[src/rtl/opb_pkg.sv]
package opb_pkg;
    localparam int OPND_CNT = 2;

    typedef enum logic [1:0] {
        SRC_STAGE = 2'd0,
        SRC_MEM   = 2'd1,
        SRC_WB    = 2'd2
    } opb_src_e;

    typedef enum logic {
        LU_RUN  = 1'b0,
        LU_HOLD = 1'b1
    } lu_state_e;
endpackage

[src/rtl/opb_src_mux.sv]
// Chooses one EX operand among the ID/EX value, MEM ALU result and WB value.
module opb_src_mux
    import opb_pkg::*;
#(
    parameter int XLEN = 32,
    parameter int AW   = 5
) (
    input  logic [AW-1:0]   src_idx,
    input  logic [XLEN-1:0] stage_val,
    input  logic [AW-1:0]   mem_rd,
    input  logic            mem_wen,
    input  logic            mem_is_load,
    input  logic [XLEN-1:0] mem_val,
    input  logic [AW-1:0]   wb_rd,
    input  logic            wb_wen,
    input  logic [XLEN-1:0] wb_val,
    output opb_src_e        sel,
    output logic [XLEN-1:0] operand
);
    localparam logic [AW-1:0] ZERO_IDX = '0;

    logic src_live;
    logic mem_hit;
    logic wb_hit;

    always_comb begin
        src_live = (src_idx != ZERO_IDX);
        // A load in MEM has no data yet; the interlock covers that case.
        mem_hit  = src_live && mem_wen && !mem_is_load && (mem_rd == src_idx);
        wb_hit   = src_live && wb_wen && (wb_rd == src_idx);
    end

    always_comb begin
        if (mem_hit) begin
            sel = SRC_MEM;
        end else if (wb_hit) begin
            sel = SRC_WB;
        end else begin
            sel = SRC_STAGE;
        end
    end

    always_comb begin
        unique case (sel)
            SRC_MEM:   operand = mem_val;
            SRC_WB:    operand = wb_val;
            default:   operand = stage_val;
        endcase
    end
endmodule

[src/rtl/opb_rf_bypass.sv]
// Replaces a register-file read with the value WB writes in the same cycle.
module opb_rf_bypass #(
    parameter int XLEN = 32,
    parameter int AW   = 5
) (
    input  logic [AW-1:0]   rd_idx,
    input  logic [XLEN-1:0] rf_val,
    input  logic [AW-1:0]   wb_rd,
    input  logic            wb_wen,
    input  logic [XLEN-1:0] wb_val,
    output logic [XLEN-1:0] rd_val
);
    localparam logic [AW-1:0] ZERO_IDX = '0;

    logic wr_hit;

    always_comb begin
        wr_hit = wb_wen && (wb_rd != ZERO_IDX) && (wb_rd == rd_idx);
        rd_val = wr_hit ? wb_val : rf_val;
    end
endmodule

[src/rtl/opb_load_use.sv]
// Load-use interlock: one-cycle hold guarded by a two-state machine.
module opb_load_use
    import opb_pkg::*;
#(
    parameter int AW = 5
) (
    input  logic          clk,
    input  logic          rst_n,
    input  logic [AW-1:0] id_src [OPND_CNT],
    input  logic [AW-1:0] ex_rd,
    input  logic          ex_wen,
    input  logic          ex_is_load,
    output logic          stall,
    output logic          bubble
);
    localparam logic [AW-1:0] ZERO_IDX = '0;

    lu_state_e state_q;
    lu_state_e state_nx;
    logic      src_match;
    logic      hazard;

    always_comb begin
        src_match = 1'b0;
        for (int i = 0; i < OPND_CNT; i++) begin
            if (id_src[i] == ex_rd) begin
                src_match = 1'b1;
            end
        end
        hazard = ex_is_load && ex_wen && (ex_rd != ZERO_IDX) && src_match;
    end

    always_ff @(posedge clk or negedge rst_n) begin
        if (!rst_n) begin
            state_q <= LU_RUN;
        end else begin
            state_q <= state_nx;
        end
    end

    // Next-state: RUN_TO_HOLD, RUN_STAY, HOLD_TO_RUN
    always_comb begin
        state_nx = state_q;
        unique case (state_q)
            LU_RUN:  state_nx = hazard ? LU_HOLD : LU_RUN;
            LU_HOLD: state_nx = LU_RUN;
            default: state_nx = LU_RUN;
        endcase
    end

    // Outputs
    always_comb begin
        stall  = 1'b0;
        bubble = 1'b0;
        unique case (state_q)
            LU_RUN: begin
                stall  = hazard;
                bubble = hazard;
            end
            LU_HOLD: begin
                stall  = 1'b0;
                bubble = 1'b0;
            end
            default: begin
                stall  = 1'b0;
                bubble = 1'b0;
            end
        endcase
    end
endmodule

[src/rtl/opbypass_unit.sv]
module opbypass_unit
    import opb_pkg::*;
#(
    parameter int XLEN = 32,
    parameter int AW   = 5
) (
    input  logic            clk,
    input  logic            rst_n,
    input  logic [AW-1:0]   id_rs_a,
    input  logic [AW-1:0]   id_rs_b,
    input  logic [XLEN-1:0] id_rf_rd_a,
    input  logic [XLEN-1:0] id_rf_rd_b,
    input  logic [AW-1:0]   ex_rs_a,
    input  logic [AW-1:0]   ex_rs_b,
    input  logic [XLEN-1:0] ex_opnd_a,
    input  logic [XLEN-1:0] ex_opnd_b,
    input  logic [AW-1:0]   ex_rd,
    input  logic            ex_wen,
    input  logic            ex_is_load,
    input  logic [AW-1:0]   mem_rd,
    input  logic            mem_wen,
    input  logic            mem_is_load,
    input  logic [XLEN-1:0] mem_alu_res,
    input  logic [AW-1:0]   wb_rd,
    input  logic            wb_wen,
    input  logic [XLEN-1:0] wb_data,
    output logic [XLEN-1:0] ex_fwd_a,
    output logic [XLEN-1:0] ex_fwd_b,
    output logic [XLEN-1:0] id_data_a,
    output logic [XLEN-1:0] id_data_b,
    output logic            stall_o,
    output logic            bubble_o
);
    logic [AW-1:0]   id_src   [OPND_CNT];
    logic [XLEN-1:0] rf_raw   [OPND_CNT];
    logic [XLEN-1:0] id_out   [OPND_CNT];
    logic [AW-1:0]   ex_src   [OPND_CNT];
    logic [XLEN-1:0] ex_stage [OPND_CNT];
    logic [XLEN-1:0] ex_out   [OPND_CNT];
    opb_src_e        ex_sel   [OPND_CNT];

    assign id_src[0]   = id_rs_a;
    assign id_src[1]   = id_rs_b;
    assign rf_raw[0]   = id_rf_rd_a;
    assign rf_raw[1]   = id_rf_rd_b;
    assign ex_src[0]   = ex_rs_a;
    assign ex_src[1]   = ex_rs_b;
    assign ex_stage[0] = ex_opnd_a;
    assign ex_stage[1] = ex_opnd_b;

    generate
        for (genvar g = 0; g < OPND_CNT; g++) begin : g_opnd
            opb_src_mux #(.XLEN(XLEN), .AW(AW)) mux_i (
                .src_idx     (ex_src[g]),
                .stage_val   (ex_stage[g]),
                .mem_rd      (mem_rd),
                .mem_wen     (mem_wen),
                .mem_is_load (mem_is_load),
                .mem_val     (mem_alu_res),
                .wb_rd       (wb_rd),
                .wb_wen      (wb_wen),
                .wb_val      (wb_data),
                .sel         (ex_sel[g]),
                .operand     (ex_out[g])
            );

            opb_rf_bypass #(.XLEN(XLEN), .AW(AW)) byp_i (
                .rd_idx (id_src[g]),
                .rf_val (rf_raw[g]),
                .wb_rd  (wb_rd),
                .wb_wen (wb_wen),
                .wb_val (wb_data),
                .rd_val (id_out[g])
            );
        end
    endgenerate

    opb_load_use #(.AW(AW)) lu_i (
        .clk        (clk),
        .rst_n      (rst_n),
        .id_src     (id_src),
        .ex_rd      (ex_rd),
        .ex_wen     (ex_wen),
        .ex_is_load (ex_is_load),
        .stall      (stall_o),
        .bubble     (bubble_o)
    );

    assign ex_fwd_a  = ex_out[0];
    assign ex_fwd_b  = ex_out[1];
    assign id_data_a = id_out[0];
    assign id_data_b = id_out[1];
endmodule

[config.mk]
export PLATFORM = sky130hd
export DESIGN_NAME = opbypass_unit
export DESIGN_NICKNAME = d
export VERILOG_FILES = /design/src/rtl/opb_pkg.sv /design/src/rtl/opb_src_mux.sv /design/src/rtl/opb_rf_bypass.sv /design/src/rtl/opb_load_use.sv /design/src/rtl/opbypass_unit.sv
export SDC_FILE = /design/constraint.sdc
export NUM_CORES = 1
export LEC_CHECK = 0
export BUFFER_PORTS_ARGS = -buffer_cell sky130_fd_sc_hd__buf_2
export CAP_MARGIN = 20
export CORE_AREA = 3 3 138 140
export CTS_CLUSTER_SIZE = 24
export DETAILED_ROUTE_END_ITERATION = 8
export DIE_AREA = 0 0 141 143
export PLACE_DENSITY = 0.46
export SYNTH_ARGS = -nofsm -noshare
export SYNTH_HDL_FRONTEND = slang
export SYNTH_HIERARCHICAL = 1
export SYNTH_SLANG_ARGS = --single-unit
[constraint.sdc]
create_clock -name clk -period 3.3 [get_ports clk]
set_clock_uncertainty 0.15 [all_clocks]
set_input_delay 0.66 -clock clk [delete_from_list [all_inputs] [get_ports clk]]
set_output_delay 0.66 -clock clk [all_outputs]
set_load 0.05 [all_outputs]
## Yosys cells after proc, flatten, opt, wreduce, memory -nomap -nowiden

Cells that the tools add are included.

- Eq/ne operators: 12
- Multiplexer cells: 13
- Bitwise gates (word level): 1
- Reduce and logical (&&, ||, !) cells: 21

Operators with widths:

| kind | number |
|---|---|
| case mux 32 bit (2 select lines) | 2 |
| 2-to-1 mux 32 bit | 2 |
| equality test 5 bit | 8 |
| nonzero test 5 bit | 4 |
| logical AND 1 bit | 16 |
| 2-to-1 mux 2 bit | 4 |
| equality test 2 x 1 -> 1 bit (second input constant) | 2 |
| equality test 2 bit (second input constant) | 2 |
| case mux 1 bit (2 select lines) | 2 |
| 2-to-1 mux 1 bit | 3 |
| zero test 1 bit | 1 |
| NOT 1 bit | 1 |

- Register bits: 1
- Input bits: 234
- Output and inout port bits: 130
- Logic and storage cells: 48

## Longest topological paths before layout

- Depth in word-level cells: 7
- Depth in mapped cells: 7
- Depth with buffers taken out: 5

## Hierarchy

Netlist, hierarchy kept.

By module, submodules not included:

| module | times used | cells an instance | area each (µm²) | sequential area each (µm²) |
|---|---|---|---|---|
| opb_src_mux | 2 | 127 | 863.3 | 0.0 |
| opb_rf_bypass | 2 | 45 | 594.3 | 0.0 |
| opb_load_use | 1 | 21 | 165.2 | 25.0 |

## Least setup slack after synthesis

Ideal clock, no wire load.

- Path type: in2out
- Start: input port ex_rs_a[1]
- End: output port ex_fwd_a[10]
- Data arrival time: 2,544 ps
- Data required time: 2,490 ps
- Slack: -54 ps
- Stages: 7
- Path buffers: 2
- Cell sequence: or4_1 > nor2_1 > or3_2 > buf_2 > buf_2 > nor2_1 > a21oi_1

- Word-level cells in the longest chain between the ends: 7
- Elaborated cells on any way between the ends: 13
- Classes of those cells: 4 x eq/ne; 3 x mux; 6 x reduce/logical

RTL lines:

| item | line | RTL |
|---|---|---|
| start: declaration | opbypass_unit.sv:13 | `input logic [AW-1:0] ex_rs_a,` |
| nonzero test 5 bit | opb_src_mux.sv:27 | `src_live = (src_idx != ZERO_IDX);` |
| logical AND 1 bit, on equally long branches (2 in a row) | opb_src_mux.sv:30, opb_src_mux.sv:29 |  |
| 2-to-1 mux 2 bit or logical AND 1 bit (tied branches) | opb_src_mux.sv:36, opb_src_mux.sv:29 |  |
| 2-to-1 mux 2 bit (*) | opb_src_mux.sv:34 | `if (mem_hit) begin` |
| equality test 2 bit or equality test 2 x 1 -> 1 bit (tied branches) | opb_src_mux.sv:44 | `unique case (sel)` |
| case mux 32 bit (2 select lines) (*) | opb_src_mux.sv:44 |  |
| end: declaration | opbypass_unit.sv:27 | `output logic [XLEN-1:0] ex_fwd_a,` |

Mark *: on every way between the ends. The rest lies on a longest branch, timed or not.

## Worst setup path after layout

- Start: input port ex_rs_b[1]
- End: output port ex_fwd_b[17]

- Word-level cells in the longest chain between the ends: 7
- Elaborated cells on any way between the ends: 13
- Classes of those cells: 4 x eq/ne; 3 x mux; 6 x reduce/logical

RTL lines:

| item | line | RTL |
|---|---|---|
| start: declaration | opbypass_unit.sv:14 | `input logic [AW-1:0] ex_rs_b,` |
| nonzero test 5 bit | opb_src_mux.sv:27 |  |
| logical AND 1 bit, on equally long branches (2 in a row) | opb_src_mux.sv:30, opb_src_mux.sv:29 |  |
| 2-to-1 mux 2 bit or logical AND 1 bit (tied branches) | opb_src_mux.sv:36, opb_src_mux.sv:29 |  |
| 2-to-1 mux 2 bit (*) | opb_src_mux.sv:34 |  |
| equality test 2 bit or equality test 2 x 1 -> 1 bit (tied branches) | opb_src_mux.sv:44 |  |
| case mux 32 bit (2 select lines) (*) | opb_src_mux.sv:44 |  |
| end: declaration | opbypass_unit.sv:28 | `output logic [XLEN-1:0] ex_fwd_b,` |

Marked as above.

==> results by group <==
Timing
  • RSZ-0062 raised after global routing: true
  • Final min period: 3.27 ns
  • Max-slew violation count: 0
  • Setup violations, final: 0
  • Rel. slew slack: 74.4%
  • Pin slew with the least headroom to its limit: 0.383 ns
  • Final worst slack: 0.0266 ns
  • Final hold viol count: 0
  • Period utilization: 99.2%
  • Max Clk Rate: 305 MHz
  • Hold_ws: 0.285 ns

Critical path
  • Worst Path Max Fanout: 8
  • Reg2reg setup slack: 2.16 ns
  • WS Path Type: input port to output pin
  • R2R Path End: lu_i/state_q$_DFF_PN0_
  • Req. time, crit path: 2.49 ns
  • Crit path launch: ex_rs_b[1]
  • Worst r2r src: lu_i/state_q$_DFF_PN0_
  • Worst Reg-to-Reg Cells: 3
  • Critical path endpoint: ex_fwd_b[17]
  • Crit path launch type: input port
  • Nature of the critical path endpoint: output pin
  • Worst EP arrival: 2.46 ns

GRT
  • Initial antenna violation count: 0
  • Largest net degree at the start of global routing: 37
  • Vias in the first global route: 4029
  • First-pass GRT wire length: 22200 um
  • Overall Global Routing Usage: 13.5%
  • GR Overflow Total: 0

Routing
  • DR pass1 iterations: 4
  • WL/cell: 17.2 um
  • Post-route DRC: 0
  • Routed Wire Length: 16200 um
  • Routed via count: 4062
  • Initial DRC count: 113
  • Vias/cell: 4.32
  • Number of nets with antenna violations after routing: 0

Die
  • Num ports: 364
  • Overall die height: 143 um
  • Die area: 20200 sq um
  • Core area: 18000 sq um
  • Initial Util: 17.0%
  • Core Rows: 49
  • Die width: 141 um

Run
  • Max-cap viol count: 0

Cells and area
  • Max reg flops: 1
  • Ant diodes: 0
  • Reg with most FFs: lu_i/state_q
  • Largest registers: lu_i/state_q: 1 flops
  • Area growth syn-to-layout: 85.1%
  • Share of cells above drive strength 1: 77.1%
  • Most frequent cells in the layout: buf_2 (336), nor2_1 (68), mux2_4 (60)
  • Final Non-Filler Cells: 940
  • Commonest non-fill, non-tap cell in the layout: buf_2
  • Layout Nets: 947

Clocking
  • Clk pin slew, worst setup/hold paths: 0 ns
  • Clk_lat worst skew: 0 ns
  • Hold Buf Count CTS: 0

Power
  • Internal Power: 0.366 mW
  • Flop pwr share: 1.3%
  • Maximum VDD drop: 0.0913 mV
  • Leak pwr: 2.94 nW
  • Sw Pwr: 0.601 mW
  • Comb pwr share: 98.7%
  • Switching Share: 62.2%
  • P per Cell Area: 171 nW/um^2
  • Part of the power in the clock network: 0%

Synth
  • Synth Cell Area: 3050 sq um
  • Post-Syn Nets: 593
  • Cell count after synthesis: 359
  • Syn. warnings: 6
  • Synthesized area per cell: 8.50 sq um

Status
  • Status: complete, no violations

Placed design
  • DPL Wire Length: 13300 um
  • Dpl ws: -0.0768 ns
  • GP Congestion: 0.840
  • Placed cells: 935
  • IO Port Bufs: 363

Worst hold path
  • Hold Crit Class: input port to async pin
## cell type report
type / instances / area (sq um)
tap: 229 / 287
multi-input combinational: 329 / 3110
fill: 1952 / 12300
sequential: 1 / 25.0
timing repair buffer: 381 / 2220
## critical path, stage by stage
cell       delay (ns)
buf_2            0.13
or4_1            0.53
nor2_2           0.11
nand4b_1         0.13
buf_6            0.17
clkbuf_16        0.20
mux2i_2          0.24
a21oi_2          0.07
buf_2            0.21
## worst min-delay path by stage
stage | startpoint | to | depth (start not counted)
after floorplan | rst_n | lu_i/state_q$_DFF_PN0_ | 0
after global placement | rst_n | lu_i/state_q$_DFF_PN0_ | 1
after detailed placement | rst_n | lu_i/state_q$_DFF_PN0_ | 1
after CTS | rst_n | lu_i/state_q$_DFF_PN0_ | 1
after global routing | rst_n | lu_i/state_q$_DFF_PN0_ | 1
final | rst_n | lu_i/state_q$_DFF_PN0_ | 1
## power groups by stage
stage | clock, mW | sequential [mW] | combinational, mW
floorplan | 0 | 0.0128 | 0.607
global placement | 0 | 0.0128 | 0.910
detailed placement | 0 | 0.0128 | 0.912
CTS | 0 | 0.0128 | 0.918
global route | 0 | 0.0128 | 1.00
finish | 0 | 0.0128 | 0.954
## metrics by stage
stage | instance area [sq um] | total power [mW] | setup TNS [ns] | utilization (%)
final | 5650 | 0.967 | 0 | 31.4
after global routing | 5650 | 1.02 | -0.532 | 31.4
after CTS | 5340 | 0.931 | 0 | 29.7
after detailed placement | 5310 | 0.925 | -0.110 | 29.5
after global placement | 5310 | 0.923 | -0.114 | 29.5
after floorplan | 3250 | 0.620 | 0 | -
## routing by layer
| metal | vias to the layer above | share of wire [%] | GRT usage (%) | routed length (um) |
|---|---|---|---|---|
| met3 | 6 | 6.8 | 1.64 | 1100 |
| met4 | 0 | 0.57 | 0.816 | 92 |
| met5 | - | 0 | 0 | 0 |
| li1 | 1991 | - | - | - |
| met2 | 191 | 51 | 25.6 | 8290 |
| met1 | 1874 | 42 | 17.1 | 6730 |
## timing repair
| item | in CTS | in global routing |
|---|---|---|
| pin swaps | 0 | 2 |
| buffers inserted | 0 | 2 |
| endpoints found under the setup margin | 2 | 60 |
| resized for setup | 6 | 88 |
| cloned | 0 | 3 |
(Power assumes the default switching activity.)
